### config.mk
export PLATFORM = sky130hd
export DESIGN_NAME = stby_wake_ctrl
export DESIGN_NICKNAME = d
export VERILOG_FILES = /design/src/rtl/stby_pkg.sv /design/src/rtl/stby_sync.sv /design/src/rtl/stby_edge_det.sv /design/src/rtl/stby_settle_cnt.sv /design/src/rtl/stby_wake_ctrl.sv
export SDC_FILE = /design/constraint.sdc
export NUM_CORES = 1
export LEC_CHECK = 0
export BUFFER_PORTS_ARGS = -buffer_cell sky130_fd_sc_hd__buf_2
export CAP_MARGIN = 10
export CORE_MARGIN = 3
export CORE_UTILIZATION = 35
export DETAILED_ROUTE_END_ITERATION = 7
export GPL_TIMING_DRIVEN = 1
export HOLD_SLACK_MARGIN = 0.1
export MAX_ROUTING_LAYER = met4
export PLACE_DENSITY = 0.59
export SLEW_MARGIN = 20
export SYNTH_ARGS = -nofsm -noshare
export SYNTH_HDL_FRONTEND = slang
export SYNTH_HIERARCHICAL = 1
export SYNTH_SLANG_ARGS = --single-unit
### constraint.sdc
create_clock -name clk_i -period 4.7 [get_ports clk_i]
set_input_delay 0.47 -clock clk_i [delete_from_list [all_inputs] [get_ports clk_i]]
set_output_delay 0.47 -clock clk_i [all_outputs]
set_load 0.03 [all_outputs]
### src/rtl/stby_pkg.sv
package stby_pkg;

    localparam int unsigned CNT_W = 16;

    typedef enum logic [1:0] {
        ST_RUN    = 2'd0,
        ST_SW     = 2'd1,
        ST_SETTLE = 2'd2,
        ST_HW     = 2'd3
    } stby_state_e;

    typedef enum logic [1:0] {
        SRC_NONE = 2'd0,
        SRC_NMI  = 2'd1,
        SRC_IRQ  = 2'd2
    } wake_src_e;

    localparam logic [1:0] SENSE_LEVEL = 2'b00;
    localparam logic [1:0] SENSE_FALL  = 2'b01;
    localparam logic [1:0] SENSE_RISE  = 2'b10;
    localparam logic [1:0] SENSE_BOTH  = 2'b11;

endpackage

### src/rtl/stby_sync.sv
module stby_sync #(
    parameter int unsigned W       = 1,
    parameter logic        RST_VAL = 1'b0
) (
    input  logic         clk_i,
    input  logic         rst_ni,
    input  logic [W-1:0] pin_i,
    output logic [W-1:0] lvl_o
);

    typedef struct packed {
        logic [W-1:0] s1;
        logic [W-1:0] s2;
    } sync_t;

    sync_t sy_d, sy_q;

    always_comb begin
        sy_d    = sy_q;
        sy_d.s1 = pin_i;
        sy_d.s2 = sy_q.s1;
    end

    always_ff @(posedge clk_i or negedge rst_ni) begin
        if (!rst_ni) begin
            sy_q <= '{s1: {W{RST_VAL}}, s2: {W{RST_VAL}}};
        end else begin
            sy_q <= sy_d;
        end
    end

    assign lvl_o = sy_q.s2;

endmodule

### src/rtl/stby_edge_det.sv
module stby_edge_det #(
    parameter int unsigned W = 2
) (
    input  logic         clk_i,
    input  logic         rst_ni,
    input  logic [W-1:0] pin_i,
    output logic [W-1:0] rise_o,
    output logic [W-1:0] fall_o
);

    logic [W-1:0] lvl;
    logic [W-1:0] prev_d, prev_q;

    stby_sync #(.W(W), .RST_VAL(1'b0)) u_sync (
        .clk_i (clk_i),
        .rst_ni(rst_ni),
        .pin_i (pin_i),
        .lvl_o (lvl)
    );

    always_comb begin
        prev_d = lvl;
    end

    always_ff @(posedge clk_i or negedge rst_ni) begin
        if (!rst_ni) begin
            prev_q <= '0;
        end else begin
            prev_q <= prev_d;
        end
    end

    for (genvar g = 0; g < W; g++) begin : g_edge
        assign rise_o[g] = lvl[g] & ~prev_q[g];
        assign fall_o[g] = ~lvl[g] & prev_q[g];
    end

endmodule

### src/rtl/stby_settle_cnt.sv
module stby_settle_cnt #(
    parameter int unsigned CW = 16
) (
    input  logic          clk_i,
    input  logic          rst_ni,
    input  logic          run_i,
    input  logic [CW-1:0] limit_i,
    output logic          done_o
);

    logic [CW-1:0] cnt_d, cnt_q;

    always_comb begin
        cnt_d  = cnt_q;
        done_o = 1'b0;
        if (!run_i) begin
            cnt_d = '0;
        end else begin
            done_o = (cnt_q == limit_i);
            if (cnt_q != {CW{1'b1}}) begin
                cnt_d = cnt_q + 1'b1;
            end
        end
    end

    always_ff @(posedge clk_i or negedge rst_ni) begin
        if (!rst_ni) begin
            cnt_q <= '0;
        end else begin
            cnt_q <= cnt_d;
        end
    end

endmodule

### src/rtl/stby_wake_ctrl.sv
module stby_wake_ctrl
    import stby_pkg::*;
#(
    parameter int unsigned CNT_W = stby_pkg::CNT_W
) (
    input  logic             clk_i,
    input  logic             rst_ni,
    input  logic             sleep_req_i,
    input  logic             stby_en_i,
    input  logic             nmi_pol_i,
    input  logic [1:0]       irq_sense_i,
    input  logic [CNT_W-1:0] settle_cnt_i,
    input  logic             nmi_i,
    input  logic             irq_i,
    input  logic             hstby_ni,
    output logic             clk_en_o,
    output logic             stby_o,
    output logic             nmi_wake_o,
    output logic             irq_wake_o
);

    localparam int unsigned NWAKE   = 2;
    localparam int unsigned IDX_NMI = 0;
    localparam int unsigned IDX_IRQ = 1;

    typedef struct packed {
        stby_state_e state;
        wake_src_e   src;
        logic        clk_en;
        logic        stby;
        logic        nmi_pls;
        logic        irq_pls;
    } ctrl_t;

    localparam ctrl_t CTRL_RST = '{
        state:   ST_HW,
        src:     SRC_NONE,
        clk_en:  1'b0,
        stby:    1'b1,
        nmi_pls: 1'b0,
        irq_pls: 1'b0
    };

    ctrl_t ctl_d, ctl_q;

    logic [NWAKE-1:0] rise, fall;
    logic             hw_ok;
    logic             settle_run;
    logic             settle_done;
    logic             nmi_hit;
    logic             irq_hit;

    stby_edge_det #(.W(NWAKE)) u_edge (
        .clk_i (clk_i),
        .rst_ni(rst_ni),
        .pin_i ({irq_i, nmi_i}),
        .rise_o(rise),
        .fall_o(fall)
    );

    stby_sync #(.W(1), .RST_VAL(1'b0)) u_hw_sync (
        .clk_i (clk_i),
        .rst_ni(rst_ni),
        .pin_i (hstby_ni),
        .lvl_o (hw_ok)
    );

    assign settle_run = (ctl_q.state == ST_SETTLE);

    stby_settle_cnt #(.CW(CNT_W)) u_settle (
        .clk_i  (clk_i),
        .rst_ni (rst_ni),
        .run_i  (settle_run),
        .limit_i(settle_cnt_i),
        .done_o (settle_done)
    );

    // wake qualification: polarity for NMI, sense code for IRQ
    always_comb begin
        nmi_hit = nmi_pol_i ? rise[IDX_NMI] : fall[IDX_NMI];
        unique case (irq_sense_i)
            SENSE_FALL:  irq_hit = fall[IDX_IRQ];
            SENSE_BOTH:  irq_hit = fall[IDX_IRQ];
            SENSE_RISE:  irq_hit = rise[IDX_IRQ];
            default:     irq_hit = 1'b0;
        endcase
    end

    always_comb begin
        ctl_d         = ctl_q;
        ctl_d.nmi_pls = 1'b0;
        ctl_d.irq_pls = 1'b0;

        if (!hw_ok) begin
            ctl_d.state = ST_HW;
            ctl_d.src   = SRC_NONE;
        end else begin
            unique case (ctl_q.state)
                ST_RUN: begin
                    if (sleep_req_i && stby_en_i) begin
                        ctl_d.state = ST_SW;
                        ctl_d.src   = SRC_NONE;
                    end
                end
                ST_SW: begin
                    if (nmi_hit) begin
                        ctl_d.state = ST_SETTLE;
                        ctl_d.src   = SRC_NMI;
                    end else if (irq_hit) begin
                        ctl_d.state = ST_SETTLE;
                        ctl_d.src   = SRC_IRQ;
                    end
                end
                ST_SETTLE: begin
                    if (settle_done) begin
                        ctl_d.state   = ST_RUN;
                        ctl_d.nmi_pls = (ctl_q.src == SRC_NMI);
                        ctl_d.irq_pls = (ctl_q.src == SRC_IRQ);
                        ctl_d.src     = SRC_NONE;
                    end
                end
                default: begin
                    ctl_d.state = ST_SETTLE;
                    ctl_d.src   = SRC_NONE;
                end
            endcase
        end

        ctl_d.clk_en = (ctl_d.state == ST_RUN);
        ctl_d.stby   = (ctl_d.state != ST_RUN);
    end

    always_ff @(posedge clk_i or negedge rst_ni) begin
        if (!rst_ni) begin
            ctl_q <= CTRL_RST;
        end else begin
            ctl_q <= ctl_d;
        end
    end

    assign clk_en_o   = ctl_q.clk_en;
    assign stby_o     = ctl_q.stby;
    assign nmi_wake_o = ctl_q.nmi_pls;
    assign irq_wake_o = ctl_q.irq_pls;

endmodule

==> results of run 1 <==
## flip-flops by register name, summed over array words and instances, names as in the netlist
register / cells
u_edge/u_sync/lvl_o: 2
u_hw_sync/sy_d: 1
u_hw_sync/lvl_o: 1
clk_en_o: 1
irq_wake_o: 1
ctl_q: 4
stby_o: 1
u_edge/u_sync/sy_d: 2
nmi_wake_o: 1
u_settle/cnt_q: 16
u_edge/prev_q: 2
## kinds of logic (layout without fill, tap and decap cells)
| family | after synthesis | count (layout) | share of synthesized area, % |
|---|---|---|---|
| flops | 32 | 32 | 45.7 |
| xor+xnor | 18 | 18 | 8.96 |
| simple gates | 74 | 74 | 27.2 |
| buf+inv | 13 | 43 | 3.34 |
| compound gates | 30 | 30 | 12.2 |
| fa+ha+maj | 1 | 1 | 0.711 |
| mux | 3 | 3 | 1.92 |
## routing by layer
metal  wire length (µm)  part of all wire, %
met5                  0                    0
met4                 56                  1.5
met3                257                  6.9
met2               1570                   43
met1               1810                   49
## layout by cell type (no fill, tap or decap), drive strengths merged, types with 2 or more instances in the layout
cell    netlist  final
nand3b        2      2
xor2         17     17
and2b         5      5
nor2          8      8
nand2         8      8
dfrtp        29     29
a41oi         2      2
nor3          6      6
inv           6      6
nand4         7      7
nand3        13     13
and4          3      3
o21ai         5      5
dfstp         3      3
a31oi         2      2
nor4          6      6
nor2b         2      2
buf           3     29
mux2i         3      3
nand2b        5      5
and3          3      3
a21oi         5      5
o31ai         2      2
clkbuf        4      8
## how the worst max path moves through the flow
stage | cells past startpoint | endpoint | slack (ps)
2_1_floorplan | 8 | ctl_q[5] | 2810
3_3_place_gp | 6 | ctl_q[5] | 2150
3_5_place_dp | 6 | ctl_q[5] | 2060
4_1_cts | 6 | ctl_q[5] | 2030
5_1_grt | 6 | ctl_q[5] | 1770
6_report | 6 | ctl_q[5] | 2020
## report_power, final
| group | internal [mW] | switching (mW) |
|---|---|---|
| registers | 0.282 | 0.00642 |
| clock network | 0.133 | 0.0923 |
| logic | 0.0181 | 0.0219 |
## final cells by class
type                            instances  area, µm²  share of cell area (%)
Sequential cell                        32        805                    39.2
Tap cell                               67       83.8                    4.09
Inverter                                6       22.5                    1.10
Multi-Input combinational cell        126        896                    43.7
Clock buffer                            8        100                    4.88
Timing Repair Buffer                   29        145                    7.07
## through the flow
stage / utilization (%) / hold slack [ps] / cells / power, mW / setup WS (ps)
6_report: 42.9 / 242 / 268 / 0.554 / 2020
5_1_grt: 42.9 / 281 / 268 / 0.581 / 1770
4_1_cts: 42.9 / 262 / 268 / 0.565 / 2030
2_1_floorplan: - / 174 / 171 / 0.311 / 2810
3_5_place_dp: 40.8 / 337 / 260 / 0.334 / 2060
3_3_place_gp: 40.8 / 334 / 260 / 0.333 / 2150
## worst reg2reg max path, delay by kind of cell (launching register included)
family	cells	cell delay, ps
simple gates	2	1110
flops	1	620
compound gates	3	490
buf+inv	1	390
==> impl_metrics.toml, run 1 <==
[worst_setup_path]
rr_worst_depth = 6
start_kind = "flop"
path_buf_inv = 1
r2r-end = "ctl_q[5]"
slowest_delay_ps = 620
cp_top_family = "simple AND/OR/NAND/NOR gates"
cp_slowest_cell = "dfstp_2"
r2r_start = "ctl_q[7]"
crit_fanout = 11
path_cells = "nor2b_1, inv_1, nor3_1, a21oi_1, a22oi_1, a2bb2oi_1"
r2r_setup_slack_ps = 2020
cp-end-kind = "flop"
critPathArrivalTime_ps = 2880
crit_type = "flop to flop"
worstPathRequired_ps = 4900
crit_start = "ctl_q[7]"

[timing]
max_freq_mhz = 373
hold_violations = 0
maxSlewHeadroom_pct = 52.2
skew_ps = 4.93
worstMarginPinSlew_ps = 717
rsz0062_at_grt = "no"
timing.final.crit_period_ps = 2680
finalMaxSlewViolations = 0
setup_viol = 0
timing.final.crit_share_pct = 57.0
fin_tns_setup_ps = 0

[clock_tree]
cts_root_buffer = "clkbuf_8"
clk_latency_ps = 280
cts_made_buffers = 5
ctsLongestPathBuffers = 2
htree_levels = 2
cts.sinks = 32
post-cts-setup-buffer-count = 0
path_clk_slew_ps = 60
tritoncts = "done"
hold_buffers = 0
post_cts_resized = 0

[layout]
final_nets = 227
fin_area_um2 = 2050
drive_above_1_share_pct = 25.9
fillers = 476
diodes = 0
area_growth_pct = 16.6

[global_route]
track_usage_pct = 13.7
grt_pass1_vias = 1297
grtUsageMet1_pct = 17.5
antenna_found_initial = 0
use_met3_pct = 4.34
grtUsageMet2_pct = 20.1
grt_max_degree = 33
grt_first_pass_wirelength_mm = 6.16
overflow = 0
gr-max-usage-layer = "met2"

[synth]
yosys.cell_count.top_type = "dfrtp_1"
synth_warnings = 6
synthCells = 171
synth_edf_count = 0
synth_commonest_cells = "dfrtp_1, xor2_1, nand3_1"
ys.flop_type = "dfrtp_1"
synth_nets = 198
synthesis.area_um2 = 1760
syn_avg_cell_area_um2 = 10.3
synth.distinct_cells = 53
async_flop_share_pct = 100
yosys.area.top_type = "dfrtp_1"
synth_area_leaders = "dfrtp_1, xor2_1, dfstp_2"
synth-seq-cells = 32
ys_seq_area_share_pct = 45.7
synth.top_cell.area_share_pct = 41.3

[floorplan]
ios = 30
rows = 25
die_h_um = 76.9
start_util_pct = 36.8
die_x_um = 76.9
die-area_um2 = 5910
core_um2 = 4790

[route]
drtIter0Drc = 73
post_drt_wl_per_cell_um = 13.8
ant_nets = 0
first_pass_iters = 4
wl_mm = 3.70
vias = 1365
drc = 0
routed_via_density = 5.09

[run_status]
status = "finished clean"

[placement]
place_area_um2 = 1950
gp_congestion = 0.828
hpwlAfterDp_mm = 2.76
io_buffers = 29

[pwr]
peakVddDrop_v = 0.000104
power_density_nw_per_um2 = 270
p_leak_nw = 0.937

[worst_hold_path]
hp-class = "primary input to asynchronous set/reset pin"

[job]
cap_viol_max_count = 0
Note: power is estimated with default switching activity, not from simulation.
==> run 2, diff against run 1 <==
--- a/config.mk
+++ b/config.mk
@@ -5,6 +5,7 @@
 export SDC_FILE = /design/constraint.sdc
 export NUM_CORES = 1
 export LEC_CHECK = 0
+export ABC_AREA = 1
 export BUFFER_PORTS_ARGS = -buffer_cell sky130_fd_sc_hd__buf_2
 export CAP_MARGIN = 10
 export CORE_MARGIN = 3
@@ -13,7 +14,7 @@
 export GPL_TIMING_DRIVEN = 1
 export HOLD_SLACK_MARGIN = 0.1
 export MAX_ROUTING_LAYER = met4
-export PLACE_DENSITY = 0.59
+export PLACE_DENSITY = 0.61
 export SLEW_MARGIN = 20
 export SYNTH_ARGS = -nofsm -noshare
 export SYNTH_HDL_FRONTEND = slang
==> constraint.sdc (replaced) <==
create_clock -name clk_i -period 2.4 [get_ports clk_i]
set_input_delay 0.24 -clock clk_i [delete_from_list [all_inputs] [get_ports clk_i]]
set_output_delay 0.24 -clock clk_i [all_outputs]
set_load 0.03 [all_outputs]
==> impl_metrics.toml, run 2 <==
[run_status]
status = "finished clean"

[synth]
yosys.cell_count.top_type = "nand2_1"
synth_area_leaders = "dfrtp_1, nand2_1, inv_1"
synth_warnings = 6
syn_avg_cell_area_um2 = 7.20
synth.distinct_cells = 34
synthCells = 268
async_flop_share_pct = 100
synth_nets = 295
ys_seq_area_share_pct = 41.7
synth.top_cell.area_share_pct = 37.6
synth-seq-cells = 32
synth_edf_count = 0
yosys.area.top_type = "dfrtp_1"
synth_commonest_cells = "nand2_1, inv_1, nor2_1"
ys.flop_type = "dfrtp_1"
synthesis.area_um2 = 1930

[layout]
fin_area_um2 = 2280
mostFrequentLayoutCells = "nand2_1, inv_1, nor2_1"
multiInputGateArea_um2 = 927
mostFrequentLayoutCell = "nand2_1"
largest-register = "u_settle/cnt_q"
reg_top3 = "u_settle/cnt_q x16, ctl_q x4"
area_growth_pct = 18.0
final-seq-area_um2 = 805
fin_cells = 376
largest_reg_flops = 16
fillers = 546
diodes = 0
drive_above_1_share_pct = 20.3
final_nets = 332

[worst_setup_path]
path_cells = "nand2_1, inv_1, a21boi_0, nand2_1, nor2_1, nand3_1, nor2_1, nand2_1, a21oi_1, nand2_1, nor2_1"
r2r-end = "clk_en_o"
cp_top_family = "simple AND/OR/NAND/NOR gates"
crit_type = "flop to flop"
critPathArrivalTime_ps = 2050
cp_slowest_cell = "dfstp_2"
cp-end-kind = "flop"
slowest_delay_ps = 560
rr_worst_depth = 11
crit_fanout = 4
r2r_start = "ctl_q[7]"
worstPathRequired_ps = 2620
r2r_setup_slack_ps = 570
start_kind = "flop"
cpMostUsedCell = "nand2_1"
path_buf_inv = 1

[pwr]
peakVddDrop_v = 0.000238
comb_power_share_pct = 8.9
p_leak_nw = 1.22
total_power_mw = 1.10
power_density_nw_per_um2 = 483
internal_power_uw = 826
p_switching_uw = 274
seqPwrFrac_pct = 51.3
switching_share_pct = 24.9
clock_power_share_pct = 39.9

[route]
vias = 1753
drtIter0Drc = 97
ant_nets = 0
wl_mm = 4.33
routed_via_density = 4.66
drc = 0
first_pass_iters = 4
post_drt_wl_per_cell_um = 11.5

[timing]
fin_tns_setup_ps = 0
hold_violations = 0
maxSlewHeadroom_pct = 53.3
timing.final.crit_share_pct = 76.2
timing.final.crit_period_ps = 1830
skew_ps = 4.80
finalMaxSlewViolations = 0
rsz0062_at_grt = "no"
final.setup.worst_slack_ps = 572
setup_viol = 0
max_freq_mhz = 547
worstMarginPinSlew_ps = 701

[job]
cap_viol_max_count = 0

[global_route]
antenna_found_initial = 0
grt_max_degree = 33
grt_first_pass_wirelength_mm = 7.26
overflow = 0
track_usage_pct = 15.1
grt_pass1_vias = 1616

[placement]
place_area_um2 = 2140
gp_congestion = 0.856
io_buffers = 29
preCtsSetupSlack_ps = 584
place_inst = 364
hpwlAfterDp_mm = 3.31

[floorplan]
die-area_um2 = 6440
rows = 26
core_um2 = 5200
start_util_pct = 37.1
die_h_um = 80.2
die_x_um = 80.2
ios = 30

[clock_tree]
cts_made_buffers = 5
post-cts-setup-buffer-count = 0
cts.sinks = 32
htree_levels = 2
tritoncts = "done"
cts_root_buffer = "clkbuf_8"
clk_latency_ps = 290
path_clk_slew_ps = 70
hold_buffers = 4
ctsLongestPathBuffers = 2
post_cts_resized = 0

[worst_hold_path]
hp-start = "stby_en_i"
min_to = "ctl_q[6]"
whs_path_depth = 3
hp-class = "primary input to flop"
## run 2: power by group through the flow
stage                     Clock, mW  Sequential, mW  Combinational, mW
after global routing          0.481           0.565              0.114
after global placement            0           0.573             0.0932
after CTS                     0.453           0.564             0.0998
after floorplan                   0           0.570             0.0495
final                         0.439           0.564             0.0977
after detailed placement          0           0.574             0.0945
## run 2: cell families after synthesis
kind of cell	Yosys count	synth area share (%)
AO/OA/AOI/OAI	15	4.93
XOR/XNOR	4	1.82
adder cells (fa/ha/maj)	1	0.648
buffers and inverters	49	10.2
flip-flops	32	41.7
AND/OR/NAND/NOR	167	40.7
## run 2: layout make-up
| class | count | area share (%) |
|---|---|---|
| Clock buffer | 7 | 3.79 |
| Clock inverter | 1 | 0.330 |
| Inverter | 45 | 7.48 |
| Multi-Input combinational cell | 187 | 40.7 |
| Sequential cell | 32 | 35.3 |
| Tap cell | 70 | 3.85 |
| Timing Repair Buffer | 34 | 8.47 |
## run 2: tightest hold or removal path, cell delays in order
cell and delay [ps]:
buf_2 90, a31oi_2 90, nand2_1 80
## run 2: per-stage QoR
| stage | hold WS [ps] | util, % |
|---|---|---|
| floorplan | -55.6 | - |
| global placement | 333 | 41.2 |
| detailed placement | 336 | 41.2 |
| CTS | 241 | 43.7 |
| global route | 245 | 43.7 |
| finish | 246 | 43.7 |
## run 2: routing by layer
metal	track usage (%)	routed length, µm	up-vias
li1	-	-	909
met1	18.5	1950	804
met4	7.77	133	0
met3	3.36	206	10
met2	23.3	2040	30
met5	-	0	-
## run 2: worst max path at each step
stage / depth (start not counted) / end / start / slack (ps)
3_3_place_gp: 11 / clk_en_o / ctl_q[7] / 640
4_1_cts: 11 / clk_en_o / ctl_q[7] / 560
6_report: 11 / clk_en_o / ctl_q[7] / 570
5_1_grt: 11 / clk_en_o / ctl_q[7] / 380
3_5_place_dp: 11 / clk_en_o / ctl_q[7] / 580
2_1_floorplan: 11 / clk_en_o / ctl_q[7] / 740
